==> src/rtl/gci_act_pkg.sv <==
package gci_act_pkg;

    typedef enum logic [1:0] {
        ST_DEACT    = 2'd0,
        ST_CORE_ACT = 2'd1,
        ST_CORE_ACK = 2'd2,
        ST_ACTIVE   = 2'd3
    } act_state_t;

    localparam int CI_W = 4;
    localparam logic [CI_W-1:0] CI_TIM = '0;

endpackage

==> src/rtl/gci_clk_mon.sv <==
module gci_clk_mon #(
    parameter int CNT_W = 16,
    parameter int SYNC_STAGES = 2
) (
    input  logic             clk,
    input  logic             rst_n,
    input  logic             bit_clk,
    input  logic [CNT_W-1:0] timeout_cyc,
    output logic             present_o
);

    localparam int SH_W = SYNC_STAGES + 1;

    logic [SH_W-1:0]  sync_q;
    logic             edge_seen;
    logic [CNT_W-1:0] idle_cnt_q;
    logic             present_q;

    always_ff @(posedge clk) begin
        if (!rst_n) begin
            sync_q <= '0;
        end else begin
            sync_q <= {sync_q[SH_W-2:0], bit_clk};
        end
    end

    assign edge_seen = sync_q[SH_W-2] & ~sync_q[SH_W-1];

    always_ff @(posedge clk) begin
        if (!rst_n) begin
            idle_cnt_q <= '0;
            present_q  <= 1'b0;
        end else if (edge_seen) begin
            idle_cnt_q <= '0;
            present_q  <= 1'b1;
        end else if (idle_cnt_q >= timeout_cyc) begin
            present_q  <= 1'b0;
        end else begin
            idle_cnt_q <= idle_cnt_q + 1'b1;
        end
    end

    assign present_o = present_q;

    // presence is only ever declared after a detected bit clock edge
    p_present_needs_edge_r3: assert property (@(posedge clk) disable iff (!rst_n)
        $rose(present_q) |-> $past(edge_seen));

endmodule

==> src/rtl/gci_ci_qual.sv <==
module gci_ci_qual
    import gci_act_pkg::*;
(
    input  logic            clk,
    input  logic            rst_n,
    input  logic            frame_stb,
    input  logic [CI_W-1:0] ci_rx,
    output logic            ind_valid_o,
    output logic [CI_W-1:0] code_o
);

    logic [CI_W-1:0] prev_q;
    logic            run_q;
    logic [CI_W-1:0] code_q;
    logic            pair_match;

    assign pair_match  = (ci_rx == prev_q) && (ci_rx != CI_TIM);
    assign ind_valid_o = frame_stb && pair_match && !run_q;

    always_ff @(posedge clk) begin
        if (!rst_n) begin
            prev_q <= '0;
            run_q  <= 1'b0;
            code_q <= '0;
        end else begin
            if (frame_stb) begin
                prev_q <= ci_rx;
                run_q  <= pair_match;
            end
            if (ind_valid_o) begin
                code_q <= ci_rx;
            end
        end
    end

    assign code_o = code_q;

    // a valid indication needs a strobed, nonzero code
    p_valid_nonzero_r4: assert property (@(posedge clk) disable iff (!rst_n)
        ind_valid_o |-> (frame_stb && (ci_rx != '0)));

endmodule

==> src/rtl/gci_irq_stat.sv <==
module gci_irq_stat (
    input  logic clk,
    input  logic rst_n,
    input  logic set_i,
    input  logic clr_i,
    input  logic enable_i,
    output logic pend_o,
    output logic irq_o
);

    logic pend_q;

    always_ff @(posedge clk) begin
        if (!rst_n) begin
            pend_q <= 1'b0;
        end else if (set_i) begin
            pend_q <= 1'b1;
        end else if (clr_i) begin
            pend_q <= 1'b0;
        end
    end

    assign pend_o = pend_q;
    assign irq_o  = pend_q & enable_i;

    // pending rises only after a qualifying set request
    p_pend_cause_r8: assert property (@(posedge clk) disable iff (!rst_n)
        $rose(pend_q) |-> $past(set_i));

    // a clear without a competing set empties the bit
    p_clear_works_r9: assert property (@(posedge clk) disable iff (!rst_n)
        (clr_i && !set_i) |=> !pend_q);

endmodule

==> src/rtl/gci_act_fsm.sv <==
module gci_act_fsm
    import gci_act_pkg::*;
(
    input  logic            clk,
    input  logic            rst_n,
    input  logic            clk_present,
    input  logic            ind_valid,
    input  logic            stz,
    input  logic            tx_data_i,
    input  logic [CI_W-1:0] ci_tx_i,
    output logic            tx_data_o,
    output logic [CI_W-1:0] ci_tx_o,
    output act_state_t      state_o
);

    act_state_t state_q;
    act_state_t state_d;
    logic       answer;

    assign answer = ind_valid && clk_present;

    always_ff @(posedge clk) begin
        if (!rst_n) begin
            state_q <= ST_DEACT;
        end else begin
            state_q <= state_d;
        end
    end

    always_comb begin
        state_d = state_q;
        unique case (state_q)
            ST_DEACT: begin
                if (stz) begin
                    state_d = ST_CORE_ACT;      // T_CORE_REQ
                end else if (answer) begin
                    state_d = ST_ACTIVE;        // T_REMOTE_UP
                end
            end
            ST_CORE_ACT: begin
                if (!stz) begin
                    state_d = ST_DEACT;         // T_ABORT
                end else if (answer) begin
                    state_d = ST_CORE_ACK;      // T_ANSWER
                end
            end
            ST_CORE_ACK: begin
                if (!stz) begin
                    state_d = clk_present ? ST_ACTIVE    // T_RELEASE
                                          : ST_DEACT;    // T_LOST_ACK
                end
            end
            ST_ACTIVE: begin
                if (!clk_present) begin
                    state_d = ST_DEACT;         // T_CLK_LOSS
                end
            end
            default: state_d = ST_DEACT;
        endcase
    end

    always_comb begin
        tx_data_o = 1'b1;
        ci_tx_o   = ci_tx_i;
        unique case (state_q)
            ST_DEACT: begin
                tx_data_o = 1'b1;
                ci_tx_o   = ci_tx_i;
            end
            ST_CORE_ACT, ST_CORE_ACK: begin
                tx_data_o = 1'b0;
                ci_tx_o   = CI_TIM;
            end
            ST_ACTIVE: begin
                tx_data_o = tx_data_i;
                ci_tx_o   = ci_tx_i;
            end
            default: begin
                tx_data_o = 1'b1;
                ci_tx_o   = ci_tx_i;
            end
        endcase
    end

    assign state_o = state_q;

    // the acknowledged core request is released only after stz drops
    p_release_needs_stz_low_r7: assert property (@(posedge clk) disable iff (!rst_n)
        ($past(state_q) == ST_CORE_ACK && state_q == ST_ACTIVE) |-> !$past(stz));

    // no activation from DEACT while the bit clock is absent
    p_no_remote_up_without_clk_r11: assert property (@(posedge clk) disable iff (!rst_n)
        (state_q == ST_DEACT && !clk_present) |=> (state_q != ST_ACTIVE));

endmodule

==> src/rtl/gci_act_seq.sv <==
module gci_act_seq
    import gci_act_pkg::*;
#(
    parameter int CNT_W = 16
) (
    input  logic             clk,
    input  logic             rst_n,
    input  logic             bit_clk,
    input  logic [CNT_W-1:0] timeout_cyc,
    input  logic             frame_stb,
    input  logic [3:0]       ci_rx,
    input  logic             stz,
    input  logic             irq_enable,
    input  logic             irq_clr,
    input  logic             tx_data_i,
    input  logic [3:0]       ci_tx_i,
    output logic             tx_data_o,
    output logic [3:0]       ci_tx_o,
    output logic             clk_present,
    output logic             line_active,
    output logic [1:0]       state_code,
    output logic [3:0]       ci_code_o,
    output logic             irq_pend_o,
    output logic             irq_o
);

    logic       present;
    logic       ind_valid;
    act_state_t state;

    gci_clk_mon #(.CNT_W(CNT_W), .SYNC_STAGES(2)) u_clk_mon (
        .clk         (clk),
        .rst_n       (rst_n),
        .bit_clk     (bit_clk),
        .timeout_cyc (timeout_cyc),
        .present_o   (present)
    );

    gci_ci_qual u_ci_qual (
        .clk         (clk),
        .rst_n       (rst_n),
        .frame_stb   (frame_stb),
        .ci_rx       (ci_rx),
        .ind_valid_o (ind_valid),
        .code_o      (ci_code_o)
    );

    gci_act_fsm u_fsm (
        .clk         (clk),
        .rst_n       (rst_n),
        .clk_present (present),
        .ind_valid   (ind_valid),
        .stz         (stz),
        .tx_data_i   (tx_data_i),
        .ci_tx_i     (ci_tx_i),
        .tx_data_o   (tx_data_o),
        .ci_tx_o     (ci_tx_o),
        .state_o     (state)
    );

    gci_irq_stat u_irq (
        .clk      (clk),
        .rst_n    (rst_n),
        .set_i    (ind_valid && present),
        .clr_i    (irq_clr),
        .enable_i (irq_enable),
        .pend_o   (irq_pend_o),
        .irq_o    (irq_o)
    );

    assign clk_present = present;
    assign state_code  = state;
    assign line_active = (state == ST_ACTIVE);

    // losing the bit clock never leaves the line active
    p_loss_deactivates_r10: assert property (@(posedge clk) disable iff (!rst_n)
        !present |=> !line_active);

endmodule

==> config.mk <==
export PLATFORM = sky130hd
export DESIGN_NAME = gci_act_seq
export DESIGN_NICKNAME = d
export VERILOG_FILES = /design/src/rtl/gci_act_pkg.sv /design/src/rtl/gci_clk_mon.sv /design/src/rtl/gci_ci_qual.sv /design/src/rtl/gci_irq_stat.sv /design/src/rtl/gci_act_fsm.sv /design/src/rtl/gci_act_seq.sv
export SDC_FILE = /design/constraint.sdc
export NUM_CORES = 1
export LEC_CHECK = 0
export ABC_AREA = 1
export BUFFER_PORTS_ARGS = -buffer_cell sky130_fd_sc_hd__buf_4
export CORE_MARGIN = 1
export CORE_UTILIZATION = 50
export DETAILED_ROUTE_END_ITERATION = 6
export GPL_TIMING_DRIVEN = 1
export PLACE_DENSITY = 0.77
export RECOVER_POWER = 100
export SYNTH_ARGS = -nofsm -noshare
export SYNTH_HDL_FRONTEND = slang
export SYNTH_SLANG_ARGS = --single-unit
==> constraint.sdc <==
create_clock -name clk -period 1.7 [get_ports clk]
set_input_delay 0.255 -clock clk [delete_from_list [all_inputs] [get_ports clk]]
set_output_delay 0.255 -clock clk [all_outputs]
set_load 0.01 [all_outputs]
==> Implementation_results.wiki <==
{| class="wikitable"
! Metric !! Value
|-
| Hold path depth || 3
|-
| Wirelength per Cell || between 10 and 15 um
|-
| Area of the mapped netlist || 2260 um^2
|-
| Overall fraction of global-route tracks in use || about 22%
|-
| Reg-to-reg setup timing slack || -0.02 ns
|-
| Hold-fix buffer count after cts || 0
|-
| Non-filler instance count after layout || approximately 450
|-
| Final worst-path cycle share || 101%
|-
| First DRT Iteration DRCs || roughly 230
|-
| Failing checks || setup timing
|-
| Outcome || complete, but fails checks
|-
| Wire length of the first global-routing pass || roughly 8700 um
|-
| Diodes inserted || 0
|-
| Maximum vdd drop || between 0.9 and 1 mV
|-
| CORE AREA || between 4000 and 5000 um^2
|-
| Syn Inst Count || 326
|-
| Number of warnings issued by yosys || 0
|-
| Sequential share of power || just under 40%
|-
| Synthesized area divided by synthesized cell count || between 6 and 7 um^2
|-
| Critical path startpoint category || register
|-
| Maximum number of pins on one net before global-route repair || 17
|-
| Setup ws final || -0.0231 ns
|-
| Synthesis-to-layout area growth || 39.8%
|-
| Int Pwr || ~1.4 mW
|-
| Initial standard-cell utilization of the core || about half
|-
| Share of the synthesized area in the top cell type || roughly 28%
|-
| Setup repair after global routing missed its margin || true
|-
| Number of input and output port buffers inserted || between 40 and 50
|-
| Worst r2r dst || u_clk_mon.idle_cnt_q[2]$_SDFFE_PP0N_
|-
| DRC violation count after routing || 0
|-
| Type of the worst min-delay path || primary input to register
|-
| Number of sinks on the clock net || 32
|-
| Number of storage elements in the synthesis netlist || 32
|-
| Total length of routed wires || between 5000 and 6000 um
|-
| Number of antenna violations at the first check in global routing || 0
|-
| Net count after synthesis || 380
|-
| Count of nets left with antenna violations after detail routing || 0
|-
| Source-to-sink clock delay at the later pin of the worst-skew pair || 0.30 ns
|-
| Fraction of the yosys area taken by sequential cells || between 20% and 30%
|-
| Total Power || about 2.1 mW
|-
| Layout cells sized above 1 || 33.8%
|-
| Number of hold violations in the final report || 0
|-
| Count of endpoints failing setup in the final report || 10
|-
| Worst slack at placement || -0.00145 ns
|-
| Classification of the worst setup path || register to register
|-
| DR vias || approximately 2,400
|-
| Fmax || 580 MHz
|-
| Max-capacitance violation count || 0
|-
| Vertical die dimension || approximately 70 um
|-
| CTS tree || yes
|-
| Critical Path End Type || register
|-
| Row Count || 24
|-
| Routability Congestion || between 0.9 and 1
|-
| Main area contributors after synthesis || dfxtp_1 28%, ha_1 12%, nand2_1 12%, inv_1 8.8%, nand3_1 6.0%
|-
| Root cell of the clock tree || clkbuf_8
|-
| Total half-perimeter wirelength after legalization and detailed placement || ~4000 um
|-
| Net Switching || 0.663 mW
|-
| CP Max Fanout || 6
|-
| Power density over cell area || roughly 660 nW/um^2
|-
| Post-synth cell types || 27
|-
| P_leak || about 1.4 nW
|-
| Maximum clock path buffer count || 2
|-
| Worst min-delay path startpoint || bit_clk
|-
| Maximum clock skew at final layout || about 0.011 ns
|-
| Via density per instance || about 5.2
|-
| Worst Hold Endpoint || u_clk_mon.sync_q[0]$_SDFF_PN0_
|-
| Dominant cell type by area after synthesis || dfxtp_1
|-
| Worst Path Required || 1.88 ns
|-
| Post-placement cell count || 441
|-
| First-pass detailed-route iteration total || 7
|-
| Slew at the pin closest to its max-slew limit || a little under 0.6 ns
|-
| Max-Slew Margin vs Limit || between 60% and 70%
|-
| CTS clock-pin slew for the worst setup and hold paths || about 0.07 ns
|-
| Die boundary width || just under 70 um
|-
| Clk network pwr share || 29.6%
|-
| Worst Reg2Reg Path Length in Cells || 7
|-
| Vias in the first global route || 2,112
|-
| Arrival time at the worst endpoint || 1.91 ns
|-
| Num ports || 47
|-
| Die Footprint || 4790 um^2
|-
| CTS H-tree lvls || 2
|-
| R2R Path Start || u_clk_mon.idle_cnt_q[15]$_SDFFE_PP0N_
|-
| Shortest period the worst path allows || 1.72 ns
|-
| Final Max Slew Viols || 0
|-
| Residual overflow from global routing || 0
|-
| Fraction of power spent switching nets || 31.7%
|-
| Inserted Clock Buffers || 5
|-
| Combinational Power Share || a little under a third
|-
| NumNets Final || ~450
|}
flip-flops by register name, summed over array words and instances, names as in the netlist:
name	cells
u_ci_qual.code_o	4
u_ci_qual.prev_q	4
u_ci_qual.run_q	1
u_clk_mon.sync_q	3
u_fsm.state_o	2
u_clk_mon.idle_cnt_q	16
u_clk_mon.present_o	1
u_irq.pend_o	1
synth_stat cells:
| cell | instances |
|---|---|
| nor3_1 | 4 |
| clkbuf_1 | 2 |
| buf_4 | 1 |
| nand4_1 | 6 |
| a21oi_1 | 25 |
| ha_1 | 22 |
| nor2_4 | 1 |
| nor2_2 | 4 |
| buf_12 | 1 |
| nand2_2 | 11 |
| nand2_4 | 2 |
| a22o_1 | 1 |
| a21oi_2 | 11 |
| nand3_1 | 27 |
| o21ai_0 | 11 |
| dfxtp_1 | 32 |
| o21ai_1 | 1 |
| inv_2 | 1 |
| nand2_1 | 72 |
| inv_1 | 53 |
| xnor2_1 | 1 |
| buf_2 | 1 |
| o21bai_1 | 1 |
| nor3_2 | 5 |
| o21a_1 | 1 |
| xor2_1 | 7 |
| nor2_1 | 22 |
power groups by stage:
| stage | registers, mW | logic, mW | clock network [mW] |
|---|---|---|---|
| after floorplan | 0.851 | 0.328 | 0 |
| after global placement | 0.842 | 0.588 | 0 |
| after detailed placement | 0.846 | 0.600 | 0 |
| after CTS | 0.833 | 0.604 | 0.620 |
| after global routing | 0.834 | 0.711 | 0.656 |
| final | 0.831 | 0.639 | 0.618 |
cells in the final DEF, fill, tap and decap left out:
| master | count |
|---|---|
| clkinvlp_4 | 1 |
| dfxtp_1 | 25 |
| clkbuf_8 | 6 |
| o21a_1 | 1 |
| nor2_1 | 22 |
| xor2_1 | 7 |
| dfxtp_2 | 6 |
| nand2_8 | 3 |
| nor2_2 | 4 |
| nor3_1 | 4 |
| nand3_2 | 6 |
| nor3_4 | 1 |
| nor2_4 | 1 |
| dfxtp_4 | 1 |
| ha_1 | 11 |
| clkbuf_1 | 13 |
| a22o_1 | 1 |
| xnor2_1 | 1 |
| nand2_2 | 15 |
| o21ai_0 | 10 |
| ha_4 | 11 |
| o21bai_4 | 1 |
| nand4_1 | 6 |
| buf_6 | 3 |
| a21oi_1 | 20 |
| inv_1 | 53 |
| o21ai_1 | 2 |
| buf_4 | 53 |
| buf_8 | 1 |
| clkbuf_16 | 1 |
| a21oi_2 | 16 |
| nor3_2 | 4 |
| inv_2 | 1 |
| nand3_1 | 21 |
| nand2_1 | 68 |
worst max-delay path, cell delays in order (launching register included):
cell and delay (ns):
dfxtp_1 0.37, ha_4 0.30, nand4_1 0.19, nor3_4 0.31, nand2_8 0.14, buf_6 0.16, nand3_1 0.09, a21oi_2 0.06
cells by family (layout without fill, tap and decap cells):
group                      after synthesis  count (layout)  synth area share, %
buffers and inverters                   59             132                 10.8
AOI/OAI and AO/OA                       51              51                 13.5
DFF                                     32              32                 28.4
and+or+nand+nor                        154             155                 32.0
xor gates and xnor gates                 8               8                 3.10
adders and majority gates               22              22                 12.2
worst max-delay path by stage:
stage	start	depth (start not counted)	endpoint
after global routing	u_clk_mon.idle_cnt_q[15]$_SDFFE_PP0N_	7	u_clk_mon.idle_cnt_q[15]$_SDFFE_PP0N_
final	u_clk_mon.idle_cnt_q[15]$_SDFFE_PP0N_	7	u_clk_mon.idle_cnt_q[2]$_SDFFE_PP0N_
after global placement	timeout_cyc[9]	11	u_clk_mon.idle_cnt_q[9]$_SDFFE_PP0N_
after floorplan	u_clk_mon.idle_cnt_q[0]$_SDFFE_PP0N_	12	u_clk_mon.idle_cnt_q[7]$_SDFFE_PP0N_
after detailed placement	timeout_cyc[3]	11	u_clk_mon.idle_cnt_q[2]$_SDFFE_PP0N_
after CTS	u_fsm.state_o[0]$_SDFFE_PN0P_	4	tx_data_o
layout make-up:
cell class	instances	area, um^2
Inverter	54	203
Multi-Input combinational cell	236	1630
Sequential cell	32	652
Fill cell	340	1200
Tap cell	52	65.1
Clock inverter	1	7.51
Timing Repair Buffer	70	517
Clock buffer	7	86.3
per-layer routing:
metal  up-vias  GRT usage, %  wire length (um)
li1       1191             -                 -
met1      1078          25.3              2440
met2        75          40.3              3100
met3        11          4.94               250
met4         0          7.94                85
met5         -             0                 0
repair_timing:
item / CTS / global route
endpoints found under the setup margin: 1 / 18
pin swaps: 0 / 17
buffers inserted: 0 / 1
gates resized for setup: 2 / 47
cloned: 0 / 2
through the flow:
stage               hold WS, ns   TNS, ns  utilization [%]  area, um^2
floorplan                 0.344         0                -        2260
global placement          0.393         0             64.1        2790
detailed placement        0.402  -0.00145             64.1        2790
CTS                       0.156         0             66.4        2890
global route              0.167     -1.01             72.5        3160
finish                    0.155    -0.132             72.5        3160
Note: power is estimated with default switching activity, not from simulation.
